--- config.mk ---
export PLATFORM = sky130hd
export DESIGN_NAME = idle_ack_ctrl
export DESIGN_NICKNAME = d
export VERILOG_FILES = /design/src/rtl/idle_pkg.sv /design/src/rtl/idle_cfg_reg.sv /design/src/rtl/idle_irq_quiet.sv /design/src/rtl/idle_policy.sv /design/src/rtl/idle_ack_ctrl.sv
export SDC_FILE = /design/constraint.sdc
export NUM_CORES = 1
export LEC_CHECK = 0
export BUFFER_PORTS_ARGS = -buffer_cell sky130_fd_sc_hd__buf_2
export CORE_AREA = 4 4 41 43
export CTS_CLUSTER_SIZE = 16
export DETAILED_ROUTE_END_ITERATION = 8
export DIE_AREA = 0 0 45 47
export SLEW_MARGIN = 20
export SYNTH_ARGS = -nofsm -noshare
export SYNTH_HDL_FRONTEND = slang
export SYNTH_SLANG_ARGS = --single-unit
export TNS_END_PERCENT = 10
--- constraint.sdc ---
create_clock -name clk_i -period 1.5 [get_ports clk_i]
set_input_delay 0.3 -clock clk_i [delete_from_list [all_inputs] [get_ports clk_i]]
set_output_delay 0.3 -clock clk_i [all_outputs]
set_load 0.005 [all_outputs]
--- src/rtl/idle_pkg.sv ---
package idle_pkg;
  localparam int unsigned POLICY_LSB = 2;
  localparam int unsigned POLICY_W   = 2;

  typedef enum logic [POLICY_W-1:0] {
    POL_FORCE = 2'd0,
    POL_NEVER = 2'd1,
    POL_SMART = 2'd2,
    POL_RSVD  = 2'd3
  } policy_e;
endpackage

--- src/rtl/idle_cfg_reg.sv ---
module idle_cfg_reg
  import idle_pkg::*;
#(
  parameter int unsigned CFG_W = 32
) (
  input  logic             clk_i,
  input  logic             rst_ni,
  input  logic             we_i,
  input  logic [CFG_W-1:0] wdata_i,
  output policy_e          policy_o
);
  policy_e policy_q;

  always_ff @(posedge clk_i or negedge rst_ni) begin
    if (!rst_ni)   policy_q <= POL_NEVER;
    else if (we_i) policy_q <= policy_e'(wdata_i[POLICY_LSB +: POLICY_W]);
  end

  assign policy_o = policy_q;

  a_r2_field_load: assert property (@(posedge clk_i) disable iff (!rst_ni)
    we_i |=> (policy_o == $past(wdata_i[POLICY_LSB +: POLICY_W])));
  a_r2_hold: assert property (@(posedge clk_i) disable iff (!rst_ni)
    !we_i |=> $stable(policy_o));
endmodule

--- src/rtl/idle_irq_quiet.sv ---
module idle_irq_quiet #(
  parameter int unsigned N_IRQ = 8
) (
  input  logic [N_IRQ-1:0] irq_i,
  output logic             quiet_o
);
  logic [N_IRQ:0] chain;

  assign chain[0] = 1'b1;
  for (genvar g = 0; g < N_IRQ; g++) begin : g_chain
    assign chain[g+1] = chain[g] & ~irq_i[g];
  end
  assign quiet_o = chain[N_IRQ];
endmodule

--- src/rtl/idle_policy.sv ---
module idle_policy
  import idle_pkg::*;
(
  input  policy_e policy_i,
  input  logic    req_i,
  input  logic    quiet_i,
  input  logic    idle_q_i,
  output logic    idle_d_o
);
  always_comb begin
    idle_d_o = 1'b0;
    if (req_i) begin
      if (idle_q_i) idle_d_o = 1'b1;
      else begin
        unique case (policy_i)
          POL_FORCE: idle_d_o = 1'b1;
          POL_SMART: idle_d_o = quiet_i;
          default:   idle_d_o = 1'b0;
        endcase
      end
    end
  end
endmodule

--- src/rtl/idle_ack_ctrl.sv ---
module idle_ack_ctrl
  import idle_pkg::*;
#(
  parameter int unsigned CFG_W = 32,
  parameter int unsigned N_IRQ = 8
) (
  input  logic             clk_i,
  input  logic             rst_ni,
  input  logic             cfg_we_i,
  input  logic [CFG_W-1:0] cfg_wdata_i,
  input  logic             idle_req_i,
  input  logic [N_IRQ-1:0] irq_i,
  output logic             idle_ack_o,
  output logic             idle_o
);
  policy_e policy;
  logic    quiet;
  logic    idle_d, idle_q;

  idle_cfg_reg #(.CFG_W(CFG_W)) u_cfg (
    .clk_i    (clk_i),
    .rst_ni   (rst_ni),
    .we_i     (cfg_we_i),
    .wdata_i  (cfg_wdata_i),
    .policy_o (policy)
  );

  idle_irq_quiet #(.N_IRQ(N_IRQ)) u_quiet (
    .irq_i   (irq_i),
    .quiet_o (quiet)
  );

  idle_policy u_pol (
    .policy_i (policy),
    .req_i    (idle_req_i),
    .quiet_i  (quiet),
    .idle_q_i (idle_q),
    .idle_d_o (idle_d)
  );

  always_ff @(posedge clk_i or negedge rst_ni) begin
    if (!rst_ni) idle_q <= 1'b0;
    else         idle_q <= idle_d;
  end

  assign idle_ack_o = idle_q;
  assign idle_o     = idle_q;

  a_r3_force_grant: assert property (@(posedge clk_i) disable iff (!rst_ni)
    (policy == POL_FORCE && idle_req_i) |=> idle_ack_o);
  a_r4_never_grant: assert property (@(posedge clk_i) disable iff (!rst_ni)
    ((policy == POL_NEVER || policy == POL_RSVD) && !idle_ack_o) |=> !idle_ack_o);
  a_r5_smart_wait: assert property (@(posedge clk_i) disable iff (!rst_ni)
    (policy == POL_SMART && !idle_ack_o && (|irq_i)) |=> !idle_ack_o);
  a_r5_smart_grant: assert property (@(posedge clk_i) disable iff (!rst_ni)
    (policy == POL_SMART && idle_req_i && !(|irq_i)) |=> idle_ack_o);
  a_r7_exit: assert property (@(posedge clk_i) disable iff (!rst_ni)
    !idle_req_i |=> !idle_ack_o);
  a_r8_hold: assert property (@(posedge clk_i) disable iff (!rst_ni)
    (idle_ack_o && idle_req_i) |=> idle_ack_o);
endmodule

==> flow_summary.ini, run 1 <==
[status]
outcome = complete, no violations

[cells_and_area]
finalNetCount = 78
synthToLayoutAreaGrowth_pct = 80.99
diodes = 0
fin_area_um2 = 274.0
drive_gt1_share_pct = 66.67

[setup_path]
worst-setup-path-type = reg -> out
max_stage_delay_ps = 380
regToRegStartpoint = u_cfg.policy_o[0]$_DFFE_PN1P_
cp.required_ps = 1200
r2r_end = idle_ack_o$_DFF_PN0_
path_cells = buf_2
r2r_slack_ps = 620
path_buf_inv = 1
cp-start-kind = flip-flop
worst-path-stages = 1
reg2regPathDepth = 3
cp_max_fo = 4
cp_slowest_cell = dfrtp_1
cp.arrival_ps = 740
path_delay_family = flip-flops
timing.critical_path.to = idle_ack_o
end_kind = output pin
startpoint = idle_ack_o$_DFF_PN0_

[timing]
final-hold-violation-count = 0
relSlewSlack_pct = 87.82
fmax_mhz = 958.7
timing.final.crit_share_pct = 69.54
finalSetupViolations = 0
rsz0062_at_grt = no
hold_ws_ps = 261.6
finalClockSkew_ps = 0.07080
period_minus_slack_ps = 1043
slew_viol_final = 0
setup_tns_ps = 0
max_slew.worst_pin.slew_ps = 181.2

[synthesis]
ys_seq_area_share_pct = 50.41
synth_commonest_cells = 2 x dfrtp_1, 2 x inv_1, 2 x nand2_1, 2 x nor4_2, 2 x o21ai_0
synth_cell_type_count = 9
synthFlopType = dfrtp_1
synth-seq-cells = 3
synth_area_leader_cell = dfrtp_1
yosysTopAreaCellShare_pct = 33.06
synthTopCellsByArea = dfrtp_1 33%, dfstp_2 17%, nor4_2 17%
synthCells = 14
async_flop_share_pct = 100.0
synth_area_per_cell_um2 = 10.81
synth_area_um2 = 151.4
yosys_warnings = 0
synthesis.nets = 58
synth_edf_count = 0

[pwr]
power_frac_seq_pct = 34.5
pwr_density_cell_nw_per_um2 = 1003
p_sw_share_pct = 22.07
finalPower_w = 0.0002749
leakage_nw = 0.1342
p_clk_share_pct = 51.3
ir_worst_vdd_mv = 0.1475
p_int_w = 0.0002142
netSwitchingPower_w = 0.00006066
p_comb_share_pct = 14.2

[global_routing]
grt.total_usage_pct = 4.592
grt_pass1_vias = 184
overflow = 0
grt_pass1_wl_um = 607
antenna_found_initial = 0
grt_max_degree = 5

[routing]
drt_iter0_markers = 0
ant_nets = 0
dr.pass1.iters = 1
drc = 0
viasPerCell = 3.313
avgRoutedWirePerCell_um = 8.604
dr_total_vias = 159
drt_wl_total_um = 413

[floorplan]
core_um2 = 1301
num_io_pins = 46
die_y_um = 47
floorplan.initialDensity_pct = 11.63
die_area_um2 = 2115
die_width_um = 45
fp-row-count = 13

[clock_network]
hold_buffers = 1
insertion_delay_ps = 230
clockBufferDepth = 2
cts_tree = done
cts_root_buffer = clkbuf_4
h-tree-depth = 1
path_clk_slew_ps = 40
clkSinkCount = 3
cts_resized = 0
post-cts-setup-buffers = 0
numCtsBuffers = 3

[placement]
io_buffers = 15
place.gp.congestion = 0.5743
place_area_um2 = 237.7

[flow_run]
cap_viol_max_count = 0

[min_path]
hp-class = in -> reg
## power by group through the flow
stage          Combinational [W]  Clock, W  Sequential, W
6_report               0.0000391  0.000141      0.0000948
5_1_grt                0.0000446  0.000152      0.0000957
4_1_cts                0.0000402  0.000149      0.0000950
3_5_place_dp           0.0000380         0      0.0000960
3_3_place_gp           0.0000374         0      0.0000956
2_1_floorplan          0.0000144         0      0.0000957
## layout by cell type, fill, tap and decap left out, drive strengths merged
cell / Yosys / routed
dfstp: 1 / 1
nand2: 2 / 2
mux2: 1 / 1
o21ai: 2 / 2
dfrtp: 2 / 2
clkbuf: 0 / 4
a31oi: 1 / 1
inv: 2 / 2
buf: 1 / 15
dlygate4sd3: 0 / 1
nor4: 2 / 2
## worst min-delay path by stage
stage	startpoint	endpoint	depth (start not counted)
3_3_place_gp	rst_ni	idle_ack_o$_DFF_PN0_	1
5_1_grt	cfg_we_i	u_cfg.policy_o[0]$_DFFE_PN1P_	2
2_1_floorplan	rst_ni	idle_ack_o$_DFF_PN0_	0
3_5_place_dp	rst_ni	u_cfg.policy_o[1]$_DFFE_PN0P_	1
4_1_cts	cfg_we_i	u_cfg.policy_o[0]$_DFFE_PN1P_	2
6_report	cfg_we_i	u_cfg.policy_o[0]$_DFFE_PN1P_	2
## cells by family after synthesis
group,synth area share [%]
multiplexers,7.437
AND/OR/NAND/NOR,21.49
flip-flops,50.42
buffers and inverters,9.921
AO/OA/AOI/OAI,10.75
## sequential cells by signal, summed over array words and instances, names as in the netlist
signal          flops
u_cfg.policy_o      2
idle_ack_o          1
## final cells by class
class / instances / area (µm²)
inverters: 2 / 7.507
multi-input cells: 8 / 60.06
repair buffers: 16 / 85.08
flip-flops and latches: 3 / 76.32
fillers: 160 / 1027
well taps: 15 / 18.77
clock buffers: 4 / 26.28
## per-layer routing
layer | global-route usage (%) | part of all wire, %
met4 | 8.772 | 0
met1 | 4.577 | 35
met5 | 0 | 0
met3 | 0 | 14
met2 | 6.497 | 51
## through the flow
step                util (%)  setup WS (ps)  instances
global route           21.06          434.6         48
detailed placement     18.27          504.5         43
finish                 21.06          456.9         48
CTS                    21.06          440.9         48
global placement       18.27          519.5         43
floorplan                  -          666.4         14
(Power assumes the default switching activity.)
==> inputs of run 2 (changes only) <==
Clock period 1.5 ns to 0.88 ns, I/O delays scaled along.
==> run 2 against run 1 <==
The flow now finishes with violations (setup timing). Via count increased by 1.9%. Worst setup slack got worse by 490 ps. Non-clock buffer count up 1. Clock skew stayed put. Clock power grew 70%. Register-to-register slack worse by 570 ps. Critical path depth stayed put. Power grew 74%.
==> flow_summary.ini, run 2 (synthesis gave the netlist of run 1 again) <==
[routing]
avgRoutedWirePerCell_um = 8.551
dr.pass1.iters = 1
viasPerCell = 3.306
drt_iter0_markers = 0
wl_met1_um = 151
ant_nets = 0
highest_layer = met3
drc = 0
wl_met3_um = 56
dr_total_vias = 162
drt_wl_total_um = 419
wl_met2_um = 211

[floorplan]
core_um2 = 1301
num_io_pins = 46
die_area_um2 = 2115
die_width_um = 45
die_y_um = 47
fp-row-count = 13
floorplan.initialDensity_pct = 11.63

[global_routing]
antenna_found_initial = 0
grt_max_degree = 4
grt_pass1_wl_um = 621
grt_pass1_vias = 187
overflow = 0
grt.total_usage_pct = 4.671

[setup_path]
end_kind = output pin
path_cells = buf_2
cp_slowest_cell = dfrtp_1
cp_max_fo = 3
cp.arrival_ps = 730
cp-start-kind = flip-flop
max_stage_delay_ps = 370
cp.required_ps = 700
worst-path-stages = 1
path_buf_inv = 1
path_delay_family = flip-flops
reg2regPathDepth = 3
worst-setup-path-type = reg -> out

[timing]
timing.final.ws_setup_ps = -29.29
slew_viol_final = 0
fmax_mhz = 1100
period_minus_slack_ps = 909.3
timing.final.crit_share_pct = 103.3
final-hold-violation-count = 0
finalClockSkew_ps = 0.07080
max_slew.worst_pin.slew_ps = 181.2
hold_ws_ps = 137.6
rsz0062_at_grt = yes
finalSetupViolations = 2
relSlewSlack_pct = 87.82

[cells_and_area]
diodes = 0
layout_commonest_cell = buf_2
finalNetCount = 79
largest_reg_flops = 2
layout_common_cells = 15 x buf_2, 3 x clkbuf_4, 2 x nor4_2, 2 x nand2_1, 2 x dfrtp_1
drive_gt1_share_pct = 70.59
fin_area_um2 = 281.5
synthToLayoutAreaGrowth_pct = 85.95

[clock_network]
numCtsBuffers = 3
cts_root_buffer = clkbuf_4
cts_tree = done
path_clk_slew_ps = 40
clockBufferDepth = 2
insertion_delay_ps = 230
h-tree-depth = 1
clkSinkCount = 3

[pwr]
p_int_w = 0.0003711
netSwitchingPower_w = 0.0001061
p_comb_share_pct = 15.7
leakage_nw = 0.1386
p_sw_share_pct = 22.24
ir_worst_vdd_mv = 0.2588
finalPower_w = 0.0004772
pwr_density_cell_nw_per_um2 = 1695
power_frac_seq_pct = 33.9
p_clk_share_pct = 50.4

[status]
failed_checks = setup timing
outcome = finished with violations

[min_path]
hp-class = in -> reg
whs_path_depth = 2

[flow_run]
cap_viol_max_count = 0

[placement]
place.gp.congestion = 0.5743
io_buffers = 15
place_area_um2 = 237.7
-- run 2: area by class of cell --
| cell class | count | area (µm²) |
|---|---|---|
| fill | 158 | 1020 |
| timing repair buffer | 17 | 92.59 |
| sequential | 3 | 76.32 |
| multi-input combinational | 8 | 60.06 |
| clock buffer | 4 | 26.28 |
| tap | 15 | 18.77 |
| inverter | 2 | 7.507 |
-- run 2: what timing repair did --
action | 4_1_cts | 5_1_grt
pin swaps | 0 | 1
endpoints found under the setup margin | 3 | 3
hold endpoints to repair | 3 | 0
hold buffers | 1 | 0
buffers inserted | 1 | 0
gates resized for setup | 1 | 1
-- run 2: final timing paths --
| kind | startpoint | to | slack [ps] |
|---|---|---|---|
| max | idle_ack_o$_DFF_PN0_ | idle_ack_o | -30 |
| min | cfg_we_i | u_cfg.policy_o[0]$_DFFE_PN1P_ | 140 |
| max reg2reg | u_cfg.policy_o[0]$_DFFE_PN1P_ | idle_ack_o$_DFF_PN0_ | 50 |
| min reg2reg | u_cfg.policy_o[1]$_DFFE_PN0P_ | idle_ack_o$_DFF_PN0_ | 460 |
| max in group asynchronous | rst_ni | u_cfg.policy_o[0]$_DFFE_PN1P_ | 420 |
| min in group asynchronous | rst_ni | u_cfg.policy_o[1]$_DFFE_PN0P_ | 270 |
-- run 2: power by group through the flow --
stage	clock network, W	registers (W)	logic, W
after floorplan	0	0.000163	0.0000245
after global placement	0	0.000163	0.0000637
after detailed placement	0	0.000164	0.0000648
after CTS	0.000254	0.000161	0.0000766
after global routing	0.000259	0.000163	0.0000848
final	0.000240	0.000162	0.0000751
-- run 2: per-stage QoR --
step	std cells	setup slack (ps)	TNS [ps]	util [%]
2_1_floorplan	14	46.43	0	-
3_3_place_gp	43	9.023	0	18.27
3_5_place_dp	43	-1.610	-1.610	18.27
4_1_cts	49	-42.81	-85.40	21.63
5_1_grt	49	-45.28	-89.65	21.63
6_report	49	-29.29	-58.54	21.63
-- run 2: layer usage --
layer  up-vias  track usage, %
met5         -               0
met4         0           8.772
met3         0               0
met2        10           6.497
met1        65           4.805
li1         87               -
==> inputs of run 3 (changes only) <==
Settings changed: SYNTH_HIERARCHICAL set to 1.
==> run 3 against run 2 <==
Sequential share of layout area rose by 1.1 points. Clock power barely moved. Die area stayed put. Register-to-register slack about the same. Global-route usage rose by 0.79 points. Critical path depth unchanged. Largest power group unchanged. Synthesized cell count down 14%. Non-clock buffer count is 1 lower. The flow still finishes with violations (setup timing). Sequential power about the same. Combinational power down 14%.
==> flow_summary.ini, run 3 <==
[status]
outcome = finished with violations
failed_checks = setup timing

[timing]
relSlewSlack_pct = 92.76
max_slew.worst_pin.slew_ps = 108.5
setup_tns_ps = -109.8
rsz0062_at_grt = yes
final-hold-violation-count = 0
fmax_mhz = 1075
slew_viol_final = 0
timing.final.ws_setup_ps = -50.12
finalClockSkew_ps = 2.016
finalSetupViolations = 3
timing.final.crit_share_pct = 105.7
period_minus_slack_ps = 930.1
hold_ws_ps = 173.7

[clock_network]
insertion_delay_ps = 230
cts_root_buffer = clkbuf_4
path_clk_slew_ps = 30
cts_tree = done
numCtsBuffers = 3
clkSinkCount = 3
post-cts-setup-buffers = 0
h-tree-depth = 1
clockBufferDepth = 2

[global_routing]
grt_max_degree = 5
grt.total_usage_pct = 5.463
grt_pass1_wl_um = 669
antenna_found_initial = 0
overflow = 0
grt_pass1_vias = 171

[setup_path]
cp_slowest_cell = dfrtp_1
max_stage_delay_ps = 390
path_cells = buf_2
cp_max_fo = 4
path_delay_family = flip-flops
cp.required_ps = 700
end_kind = output pin
path_buf_inv = 1
cp-start-kind = flip-flop
cp.arrival_ps = 750
worst-setup-path-type = reg -> out

[cells_and_area]
final_util_pct = 20.77
diodes = 0
layout_common_cells = 15 x buf_2, 3 x clkbuf_4, 2 x dfrtp_1, 2 x mux2_2, 2 x or4_1
largest_reg_flops = 2
finalNetCount = 76
drive_gt1_share_pct = 70.97
stdcell_count = 46
layout_commonest_cell = buf_2
synthToLayoutAreaGrowth_pct = 86.21

[flow_run]
cap_viol_max_count = 0

[synthesis]
ys_seq_area_share_pct = 52.59
synth_area_leader_cell = dfrtp_1
synthTopCellsByArea = dfrtp_1 34%, dfstp_2 18%, mux2_2 16%
yosys_warnings = 6
synthesis.nets = 56
synth_cell_type_count = 9
synth_commonest_cells = 2 x dfrtp_1, 2 x mux2_2, 2 x or4_1
synthFlopType = dfrtp_1
synth_edf_count = 0
synth-seq-cells = 3
yosysTopAreaCellShare_pct = 34.48
synthCells = 12
async_flop_share_pct = 100.0
synth_area_per_cell_um2 = 12.09
synth_area_um2 = 145.1

[pwr]
p_clk_share_pct = 51.3
netSwitchingPower_w = 0.00009972
leakage_nw = 0.1400
p_comb_share_pct = 13.8
p_int_w = 0.0003701
p_sw_share_pct = 21.23
finalPower_w = 0.0004698
pwr_density_cell_nw_per_um2 = 1738
power_frac_seq_pct = 34.9
ir_worst_vdd_mv = 0.2357

[routing]
dr_total_vias = 165
avgRoutedWirePerCell_um = 9.283
viasPerCell = 3.587
dr.pass1.iters = 1
drc = 0
drt_iter0_markers = 0
drt_wl_total_um = 427
ant_nets = 0

[floorplan]
die_area_um2 = 2115
die_width_um = 45
floorplan.initialDensity_pct = 11.15
die_y_um = 47
num_io_pins = 46
core_um2 = 1301
fp-row-count = 13

[placement]
place.gp.congestion = 0.6187
io_buffers = 15
placedCellCount = 41

[min_path]
hp-class = in -> reg
-- run 3: final timing paths --
check	start	end	slack (ps)	depth (start not counted)
hold / removal	idle_req_i	idle_ack_o$_DFF_PN0_	170	2
setup reg to reg	idle_ack_o$_DFF_PN0_	idle_ack_o$_DFF_PN0_	40	1
hold reg to reg	u_cfg/policy_o[1]$_DFFE_PN0P_	u_cfg/policy_o[1]$_DFFE_PN0P_	510	1
min in group asynchronous	rst_ni	u_cfg/policy_o[1]$_DFFE_PN0P_	260	2
setup / recovery	idle_ack_o$_DFF_PN0_	idle_ack_o	-50	1
max in group asynchronous	rst_ni	u_cfg/policy_o[0]$_DFFE_PN1P_	420	2
-- run 3: timing repair --
action,4_1_cts,5_1_grt
endpoints found under the setup margin,3,3
endpoints found under the hold margin,3,0
pin swaps,1,0
hold buffers,1,0
cloned,0,0
resized for setup,0,1
-- run 3: cell families (layout without fill, tap and decap cells) --
family                 Yosys count  in the layout  synth area share (%)
flip-flops                       3              3                 52.59
buffers and inverters            2             21                 7.758
AO/OA/AOI/OAI                    1              1                 6.897
multiplexers                     2              2                 15.52
AND/OR/NAND/NOR                  4              4                 17.24
-- run 3: metal layers --
metal / up-vias / global-route usage [%] / wire length (µm)
li1: 82 / - / -
met1: 65 / 5.034 / 164
met2: 16 / 6.497 / 160
met3: 2 / 3.448 / 87
met4: 0 / 8.772 / 14
met5: - / 0 / 0
-- run 3: final cells by class --
type | instances | area [µm²]
fillers | 148 | 1031
repair buffers | 16 | 85.08
flip-flops and latches | 3 | 76.32
multi-input cells | 7 | 60.06
clock buffers | 4 | 26.28
well taps | 15 | 18.77
inverters | 1 | 3.754
-- run 3: per-stage QoR --
step           instance area, µm²  worst slack [ps]
2_1_floorplan               145.1            -102.2
3_3_place_gp                231.5            -240.7
3_5_place_dp                231.5            -268.3
4_1_cts                     267.8            -65.51
5_1_grt                     270.3            -95.69
6_report                    270.3            -50.12
-- run 3: power groups by stage --
| stage | registers (W) | logic, W | clock network (W) |
|---|---|---|---|
| 2_1_floorplan | 0.000165 | 0.0000276 | 0 |
| 3_3_place_gp | 0.000165 | 0.0000634 | 0 |
| 3_5_place_dp | 0.000166 | 0.0000626 | 0 |
| 4_1_cts | 0.000164 | 0.0000663 | 0.000258 |
| 5_1_grt | 0.000166 | 0.0000724 | 0.000268 |
| 6_report | 0.000164 | 0.0000647 | 0.000241 |
